[src/rtl/exc_entry_pkg.sv]
package exc_entry_pkg;
  localparam int CODE_W = 4;
  localparam int ARG_W  = 8;
  localparam int N_IRQ  = 4;

  typedef enum logic [CODE_W-1:0] {
    EX_RESET = 4'd0,
    EX_MCHK  = 4'd1,
    EX_IPI   = 4'd2,
    EX_CLK   = 4'd3,
    EX_DEV   = 4'd4,
    EX_MMF   = 4'd5,
    EX_ALIGN = 4'd6,
    EX_OPC   = 4'd7,
    EX_ARITH = 4'd8,
    EX_FPOFF = 4'd9,
    EX_GATE  = 4'd10
  } exc_code_e;

  // Number of causes served from the fixed stride table (codes 0..N_FIXED-1).
  localparam int N_FIXED = 10;
endpackage

[src/rtl/irq_select.sv]
module irq_select #(
  parameter int N_LINES = 4,
  parameter int IPL_W   = 3,
  parameter int LOW_LVL = 3,
  localparam int LINE_W = (N_LINES > 1) ? $clog2(N_LINES) : 1
) (
  input  logic [N_LINES-1:0] req_i,
  input  logic [IPL_W-1:0]   ipl_i,
  input  logic               block_i,
  output logic               hit_o,
  output logic [LINE_W-1:0]  line_o
);
  logic [N_LINES-1:0] elig;

  // Line g is open while the level is at or below LOW_LVL+g.
  for (genvar g = 0; g < N_LINES; g++) begin : g_elig
    assign elig[g] = req_i[g] && !block_i && (int'(ipl_i) <= LOW_LVL + g);
  end

  // Scan upward; the last eligible line seen is the most urgent.
  always_comb begin
    hit_o  = 1'b0;
    line_o = '0;
    for (int i = 0; i < N_LINES; i++) begin
      if (elig[i]) begin
        hit_o  = 1'b1;
        line_o = LINE_W'(i);
      end
    end
  end
endmodule

[src/rtl/entry_vector.sv]
module entry_vector
  import exc_entry_pkg::*;
#(
  parameter int             PC_W      = 64,
  parameter int             STRIDE_LG = 7,
  parameter int             SLOT_LG   = 6,
  parameter logic [PC_W-1:0] SYS_GATE  = 'h1000,
  parameter logic [PC_W-1:0] USR_GATE  = 'h2000
) (
  input  logic [CODE_W-1:0] code_i,
  input  logic [ARG_W-1:0]  arg_i,
  output logic              known_o,
  output logic [PC_W-1:0]   off_o
);
  logic [PC_W-1:0] slot_off;

  assign slot_off = PC_W'(arg_i[ARG_W-2:0]) << SLOT_LG;

  always_comb begin
    known_o = 1'b0;
    off_o   = '0;
    if (int'(code_i) < N_FIXED) begin
      known_o = 1'b1;
      off_o   = PC_W'(code_i) << STRIDE_LG;
    end else if (code_i == EX_GATE) begin
      known_o = 1'b1;
      off_o   = (arg_i[ARG_W-1] ? USR_GATE : SYS_GATE) + slot_off;
    end
  end
endmodule

[src/rtl/shadow_map.sv]
module shadow_map #(
  parameter int IDX_W = 5,
  parameter int FIRST = 8,
  parameter int LAST  = 14,
  parameter int EXTRA = 25
) (
  input  logic             priv_i,
  input  logic [IDX_W-1:0] idx_i,
  output logic             shadow_o,
  output logic [IDX_W-1:0] idx_o
);
  localparam logic [IDX_W-1:0] EXTRA_SLOT = IDX_W'(LAST - FIRST + 1);

  always_comb begin
    shadow_o = 1'b0;
    idx_o    = idx_i;
    if (priv_i) begin
      if (int'(idx_i) >= FIRST && int'(idx_i) <= LAST) begin
        shadow_o = 1'b1;
        idx_o    = idx_i - IDX_W'(FIRST);
      end else if (int'(idx_i) == EXTRA) begin
        shadow_o = 1'b1;
        idx_o    = EXTRA_SLOT;
      end
    end
  end
endmodule

[src/rtl/exc_entry_seq.sv]
module exc_entry_seq
  import exc_entry_pkg::*;
#(
  parameter int PC_W  = 64,
  parameter int IPL_W = 3,
  parameter int IDX_W = 5
) (
  input  logic              clk,
  input  logic              rst,
  input  logic [N_IRQ-1:0]  irq_req_i,
  input  logic [IPL_W-1:0]  ipl_i,
  input  logic              exc_valid_i,
  input  logic [CODE_W-1:0] exc_code_i,
  input  logic [ARG_W-1:0]  exc_arg_i,
  input  logic [PC_W-1:0]   pc_i,
  input  logic [PC_W-1:0]   base_i,
  input  logic              mode_exit_i,
  input  logic [IDX_W-1:0]  reg_idx_i,
  output logic              entry_valid_o,
  output logic [PC_W-1:0]   entry_pc_o,
  output logic [PC_W-1:0]   saved_pc_o,
  output logic              priv_o,
  output logic [CODE_W-1:0] cause_o,
  output logic [ARG_W-1:0]  err_code_o,
  output logic              bad_code_o,
  output logic              reg_shadow_o,
  output logic [IDX_W-1:0]  reg_map_o
);
  localparam int LINE_W = $clog2(N_IRQ);

  logic              irq_hit;
  logic [LINE_W-1:0] irq_line;
  logic [CODE_W-1:0] irq_code;
  logic [CODE_W-1:0] sel_code;
  logic              vec_known;
  logic [PC_W-1:0]   vec_off;
  logic              take;
  logic              map_shadow;
  logic [IDX_W-1:0]  map_idx;

  irq_select #(
    .N_LINES (N_IRQ),
    .IPL_W   (IPL_W),
    .LOW_LVL (3)
  ) i_irq_select (
    .req_i   (irq_req_i),
    .ipl_i   (ipl_i),
    .block_i (priv_o | exc_valid_i),
    .hit_o   (irq_hit),
    .line_o  (irq_line)
  );

  // Line k maps to cause N_IRQ-k: the top line gets the lowest code.
  assign irq_code = CODE_W'(N_IRQ) - CODE_W'(irq_line);
  assign sel_code = exc_valid_i ? exc_code_i : irq_code;

  entry_vector #(
    .PC_W (PC_W)
  ) i_entry_vector (
    .code_i  (sel_code),
    .arg_i   (exc_arg_i),
    .known_o (vec_known),
    .off_o   (vec_off)
  );

  shadow_map #(
    .IDX_W (IDX_W)
  ) i_shadow_map (
    .priv_i   (priv_o),
    .idx_i    (reg_idx_i),
    .shadow_o (map_shadow),
    .idx_o    (map_idx)
  );

  assign take = exc_valid_i ? vec_known : irq_hit;

  always_ff @(posedge clk) begin
    if (rst) begin
      entry_valid_o <= 1'b0;
      entry_pc_o    <= '0;
      saved_pc_o    <= '0;
      priv_o        <= 1'b0;
      cause_o       <= '0;
      err_code_o    <= '0;
      bad_code_o    <= 1'b0;
      reg_shadow_o  <= 1'b0;
      reg_map_o     <= '0;
    end else begin
      entry_valid_o <= take;
      bad_code_o    <= exc_valid_i && !vec_known;
      reg_shadow_o  <= map_shadow;
      reg_map_o     <= map_idx;
      if (take) begin
        entry_pc_o <= base_i + vec_off;
        saved_pc_o <= pc_i | PC_W'(priv_o);
        priv_o     <= 1'b1;
        cause_o    <= sel_code;
        err_code_o <= exc_valid_i ? exc_arg_i : '0;
      end else if (mode_exit_i) begin
        priv_o <= 1'b0;
      end
    end
  end
endmodule

[config.mk]
export PLATFORM = sky130hd
export DESIGN_NAME = exc_entry_seq
export DESIGN_NICKNAME = d
export VERILOG_FILES = /design/src/rtl/exc_entry_pkg.sv /design/src/rtl/irq_select.sv /design/src/rtl/entry_vector.sv /design/src/rtl/shadow_map.sv /design/src/rtl/exc_entry_seq.sv
export SDC_FILE = /design/constraint.sdc
export NUM_CORES = 1
export LEC_CHECK = 0
export ABC_AREA = 0
export CAP_MARGIN = 20
export CORE_MARGIN = 1.5
export CORE_UTILIZATION = 42
export CTS_CLUSTER_DIAMETER = 120
export DETAILED_ROUTE_END_ITERATION = 10
export HOLD_SLACK_MARGIN = 0.02
export PLACE_DENSITY = 0.8
export SLEW_MARGIN = 20
export SYNTH_ARGS = -nofsm -noshare
export SYNTH_HDL_FRONTEND = slang
export SYNTH_SLANG_ARGS = --single-unit
[constraint.sdc]
create_clock -name clk -period 3.5 [get_ports clk]
set_input_delay 0.35 -clock clk [delete_from_list [all_inputs] [get_ports clk]]
set_output_delay 0.35 -clock clk [all_outputs]
set_load 0.1 [all_outputs]
After elaboration in Yosys (flattened, before gate mapping)

Cells that the tools add are included.

Bits in registers: 149
Input port bits: 156
Output and inout bits: 149
Word-level logic and storage cells: 61

Add/sub/neg operators: 4
Order comparisons: 7
Equal/unequal tests: 2
Multiplexer cells: 22
Bitwise operators: 3
Reduce and logical (&&, ||, !) cells: 14

Operators with widths:

| operator                                                       | count |
|---|---|
| 2-to-1 mux 64 bit                                              | 2 |
| adder 64 x 13 -> 64 bit                                        | 1 |
| adder 64 bit                                                   | 1 |
| OR 64 x 1 -> 64 bit                                            | 1 |
| 2-to-1 mux 5 bit                                               | 3 |
| 2-to-1 mux 14 bit                                              | 1 |
| 2-to-1 mux 1 bit                                               | 12 |
| logical AND 1 bit                                              | 10 |
| less-or-equal comparator 3 bit, second input constant          | 3 |
| 2-to-1 mux 8 bit                                               | 1 |
| equality test 5 x 4 -> 1 bit, second input constant            | 1 |
| >= comparator 5 x 4 -> 1 bit, second input constant            | 1 |
| less-or-equal comparator 5 x 4 -> 1 bit, second input constant | 1 |
| subtractor 5 x 4 -> 5 bit, second input constant               | 1 |
| equality test 4 bit, second input constant                     | 1 |
| less-than comparator 4 bit, second input constant              | 1 |
| 2-to-1 mux 2 bit                                               | 2 |
| 2-to-1 mux 4 bit                                               | 1 |
| subtractor 3 x 2 -> 4 bit, first input constant                | 1 |
| less-or-equal comparator 3 x 2 -> 1 bit, second input constant | 1 |
| logical NOT 1 bit                                              | 2 |
| nonzero test 2 bit                                             | 1 |
| OR reduction 2 bit                                             | 1 |
| inverter 1 bit                                                 | 1 |
| OR 1 bit                                                       | 1 |

Depth between registers and ports, before layout

Gate-level depths: netlist of the first run.

Word-level depth: 14
Depth in mapped cells: 14
Gate-level depth less buffers: 13

Modules after synthesis

Synthesis of the first run repeated with hierarchy kept, for this count alone.

Cells, all modules: 1286
Area, all modules: 9587.9 um^2

By module, submodules not included:

| module        | times used | cells an instance | area an instance (um^2) | seq. area each (um^2) |
|---|---|---|---|---|
| exc_entry_seq | 1          | 1173              | 8789.7                  | 2982.9 |
| entry_vector  | 1          | 80                | 594.3                   | 0.0 |
| shadow_map    | 1          | 20                | 135.1                   | 0.0 |
| irq_select    | 1          | 13                | 68.8                    | 0.0 |

Worst setup path before layout of the first run

No wires, ideal clock.

Path kind: register to register
Start: register priv_o
End: register entry_pc_o[61]
Setup time: 0.075 ns
Arrival time: 3.806 ns
Data required time: 3.425 ns
Slack: -0.381 ns
Stages on the path, launching flop included: 13
Path buffers: 0
Period minus slack after synthesis: 3.881 ns
Cells stage by stage: dfxtp_1 -> nor2_1 -> and3_1 -> a31oi_1 -> ha_1 -> nand2b_1 -> o211ai_1 -> ha_1 -> nand4b_1 -> a21oi_1 -> o21ai_1 -> or4_1 -> a31oi_1

Cells in the longest elaborated chain, start to end: 13
Elaborated cells between the ends (all ways): 27
Those cells by class: add/sub (2); order compare (1); eq/ne (1); mux (13); bitwise (1); reduce/logical (9)

RTL lines:

| element                                                               | RTL line             | source |
|---|---|---|
| from (decl)                                                           | exc_entry_seq.sv:22  | `output logic priv_o,` |
| from (signal assigned)                                                | exc_entry_seq.sv:82  | `priv_o <= 1'b0;` |
| from (signal assigned)                                                | exc_entry_seq.sv:96  | `priv_o <= 1'b1;` |
| from (signal assigned)                                                | exc_entry_seq.sv:100 | `priv_o <= 1'b0;` |
| OR 1 bit *                                                            | exc_entry_seq.sv:48  | `.block_i (priv_o \| exc_valid_i),` |
| logical NOT 1 bit *                                                   | irq_select.sv:17     | `assign elig[g] = req_i[g] && !block_i && (int'(ipl_i) <= LOW_LVL + g);` |
| parallel branches: the longest is 11 deep, another holds adder 64 bit | --                   |  |
| to (signal assigned)                                                  | exc_entry_seq.sv:94  | `entry_pc_o <= base_i + vec_off;` |
| to (decl)                                                             | exc_entry_seq.sv:20  | `output logic [PC_W-1:0] entry_pc_o,` |

Mark *: on every way between the ends.
A chain may end at the register's enable or synchronous reset.

Worst setup path in the final report of the first run

Start: input port ipl_i[1]
End: register entry_pc_o[28]

Cells in the longest elaborated chain, start to end: 11
Elaborated cells between the ends (all ways): 25
Those cells by class: add/sub (2); order compare (5); eq/ne (1); mux (13); reduce/logical (4)

RTL lines:

| element                                                               | RTL line            | source |
|---|---|---|
| from (decl)                                                           | exc_entry_seq.sv:11 | `input logic [IPL_W-1:0] ipl_i,` |
| parallel branches: the longest is 11 deep, another holds adder 64 bit | --                  |  |

Parallel ways; which one is timed is not known.

==> results.yml, run 1 <==
timing:
  tightest_slew_ps: 1085
  slew_violations: 0
  min_period_over_period: 0.9733
  fmax_mhz: 293.6
  hold_viol_final: 0
  slew_headroom: 0.2742
  fin_skew_ps: 5.388
  setup_ws_ps: 93.58
  finalSetupViolations: 0
  period_minus_slack_ps: 3406
placement:
  hpwl_mm: 17.90
  post-place-ws_ps: -256.7
  place.gp.congestion: 0.9449
  port_buffers: 304
worst_setup_path:
  worst_setup_path_start_kind: "input pin"
  required_ps: 3840
  max_stage_delay_ps: 560
  critPathKind: "in -> reg"
  startpoint: "ipl_i[1]"
  path_cells: "clkdlybuf4s50_1 -> nand3_1 -> and3_1 -> a31oi_2 -> ha_1 -> nand2b_1 -> o211ai_1 -> ha_1 -> a211oi_1 -> or3_1 -> a21o_1 -> buf_12 -> nor3_1 -> xnor2_1 -> a211oi_1"
  crit_family: "simple AND/OR/NAND/NOR gates"
  cp-end-kind: "flop"
  r2r-start: "priv_o"
  r2r_cells: 14
  rr_endpoint: "entry_pc_o[28]"
  crit_end: "entry_pc_o[28]"
  rrSetupSlack_ps: 290
  worstPathBufferInverterCount: 2
  crit_path_top_delay_cell: "clkdlybuf4s50_1"
  cp_max_fo: 8
  cp.depth: 15
  cp.arrival_ps: 3740
detailed_routing:
  post_drt_via_cell_ratio: 5.315
  drc: 0
  wl_mm: 24.08
  first_pass_iters: 5
  ant_nets: 0
  wl_per_cell_um: 17.41
  num_vias: 7350
  first_iter_violations: 585
floorplan:
  dieArea_um2: 16980
  row_count: 46
  io-pin-count: 305
  dieHeight_um: 130.3
  die_w_um: 130.3
  initial_utilization: 0.4285
  core_area_um2: 15890
power_and_ir_drop:
  power.total_mw: 5.879
  peakVddDrop_v: 0.0003323
  power_density_nw_per_um2: 538.3
  leakage_nw: 4.202
global_routing:
  grt_pass1_vias: 6741
  grt_max_degree: 88
  grt_overflow: 0
  antenna_found_initial: 1
  grt_pass1_wl_mm: 35.33
  grt.total_usage: 0.2693
finish:
  final_cell_mix: "clkdlybuf4s50_1, nand2_1, dfxtp_1"
  nets: 1325
  fillers: 1280
  final_common_cell: "clkdlybuf4s50_1"
  area_growth_pct: 60.44
  n_antenna_cell: 0
  drive_above_1_share: 0.08141
min_path:
  hold-path-cell-count: 2
  worstHoldPathType: "in -> reg"
clock_network:
  worstSkewPairLatency_ps: 420
  cts_buffers: 17
  cts_buffer_depth: 2
  root_buffer: "clkbuf_16"
  cts.sinks: 149
  path_clk_slew_ps: 70
  htree_levels: 4
  cts_tree: "done"
synth:
  synth_edf_count: 0
  synth_cell_types: 58
  syn-instance-count: 840
  syn_area_um2: 6807
  syn-num-nets: 1011
  yosysWarnings: 0
  async_reset_ff_frac: 0
  ys_seq_area_frac: 0.4382
  synth-seq-cells: 149
  avgSynthCellArea_um2: 8.103
  synthFlopType: "dfxtp_1"
flow_run:
  drv_cap: 0
status:
  outcome: "finished, final reports clean"
==> cell usage after synthesis (7+ instances only) <==
cell / number / share of area
nand2_1: 175 / 0.097
dfxtp_1: 149 / 0.44
a21oi_1: 122 / 0.090
o21ai_0: 52 / 0.038
clkbuf_1: 44 / 0.024
nor2_1: 40 / 0.022
xor2_1: 29 / 0.037
nand4_1: 19 / 0.017
nand3_1: 15 / 0.011
ha_1: 14 / 0.026
xnor2_1: 14 / 0.018
a31oi_1: 13 / 0.012
and3_1: 13 / 0.012
inv_1: 13 / 0.0072
or3_1: 12 / 0.011
a211oi_1: 11 / 0.012
o2111ai_1: 11 / 0.014
a22oi_1: 8 / 0.0088
nor3_1: 7 / 0.0051
==> worst register-to-register path: stages (launching register included) <==
cell and delay, ps:
dfxtp_2 340, nor2_1 50, and3_1 210, a31oi_2 210, ha_1 270, nand2b_1 90
o211ai_1 110, ha_1 340, a211oi_1 100, or3_1 380, a21o_1 250, buf_12 160
nor3_1 250, xnor2_1 120, a211oi_1 250
==> how the worst min path moves through the flow <==
stage | to | start
6_report | err_code_o[6] | rst
5_1_grt | err_code_o[7] | rst
4_1_cts | err_code_o[6] | rst
3_5_place_dp | saved_pc_o[7] | saved_pc_o[7]
3_3_place_gp | entry_pc_o[10] | entry_pc_o[10]
2_1_floorplan | reg_map_o[0] | reg_idx_i[0]
==> power by group <==
| part | total [mW] | switching, mW | leakage (nW) | internal, mW |
|---|---|---|---|---|
| Sequential | 1.93 | 0.0789 | 1.24 | 1.85 |
| Clock | 1.80 | 0.780 | 0.272 | 1.02 |
| Combinational | 2.15 | 1.56 | 2.70 | 0.589 |
==> flip-flops by register name (all words and copies together), names as in the netlist <==
name and cells:
entry_pc_o 64, saved_pc_o 64, err_code_o 8, reg_map_o 5, cause_o 4, bad_code_o 1, entry_valid_o 1, priv_o 1
reg_shadow_o 1
==> final cells by class <==
type | count | area (um^2) | area share
multi-input cells | 624 | 3596 | 0.3293
flip-flops and latches | 149 | 2984 | 0.2733
inverters | 13 | 48.80 | 0.004468
repair buffers | 349 | 3441 | 0.3151
clock buffers | 18 | 439.2 | 0.04022
well taps | 216 | 270.3 | 0.02475
clock inverters | 14 | 141.4 | 0.01295
==> layer usage <==
metal	global-route usage	wire, um	vias to the layer above
met5	0	12	-
met4	0.1026	547	2
met3	0.07626	1971	41
met2	0.4594	11590	278
met1	0.3210	9955	3436
li1	-	-	3593
==> what timing repair did <==
action                     in CTS  in global routing
setup buffers                   0                  0
hold buffers                    0                  0
gates resized for setup         0                  2
setup endpoints to repair       0                  4
==> stage by stage <==
| stage | std cells | cell area [um^2] | util | TNS (ps) | hold WS, ps |
|---|---|---|---|---|---|
| floorplan | 840 | 6808 | - | 0 | 478.2 |
| global placement | 1351 | 10330 | 0.6500 | -3243 | 441.0 |
| detailed placement | 1351 | 10330 | 0.6500 | -6010 | 445.5 |
| CTS | 1383 | 10910 | 0.6866 | 0 | 280.3 |
| global route | 1383 | 10920 | 0.6875 | -17.86 | 298.9 |
| finish | 1383 | 10920 | 0.6875 | 0 | 298.3 |
==> cells by family (layout without fill, tap and decap cells) <==
kind of cell    after synthesis  count (layout)  synth area share
compound gates              245             245            0.2075
xor+xnor                     43              43           0.05533
fa+ha+maj                    15              15           0.02868
buf+inv                      67             394           0.03897
flops                       149             149            0.4382
mux                           1               1          0.001471
simple gates                320             320            0.2298
Power figures use the tool's default switching activity.
==> run 2, diff against run 1 <==
- ABC_AREA: 0 -> not set
==> results of run 2 <==
The final DEF is identical to that of run 1; final timing and power are the same.
==> run 3, diff against run 2 <==
- CTS_CLUSTER_DIAMETER: 120 -> 80
==> results of run 3 <==
The final DEF is identical to that of run 1; final timing and power are the same.
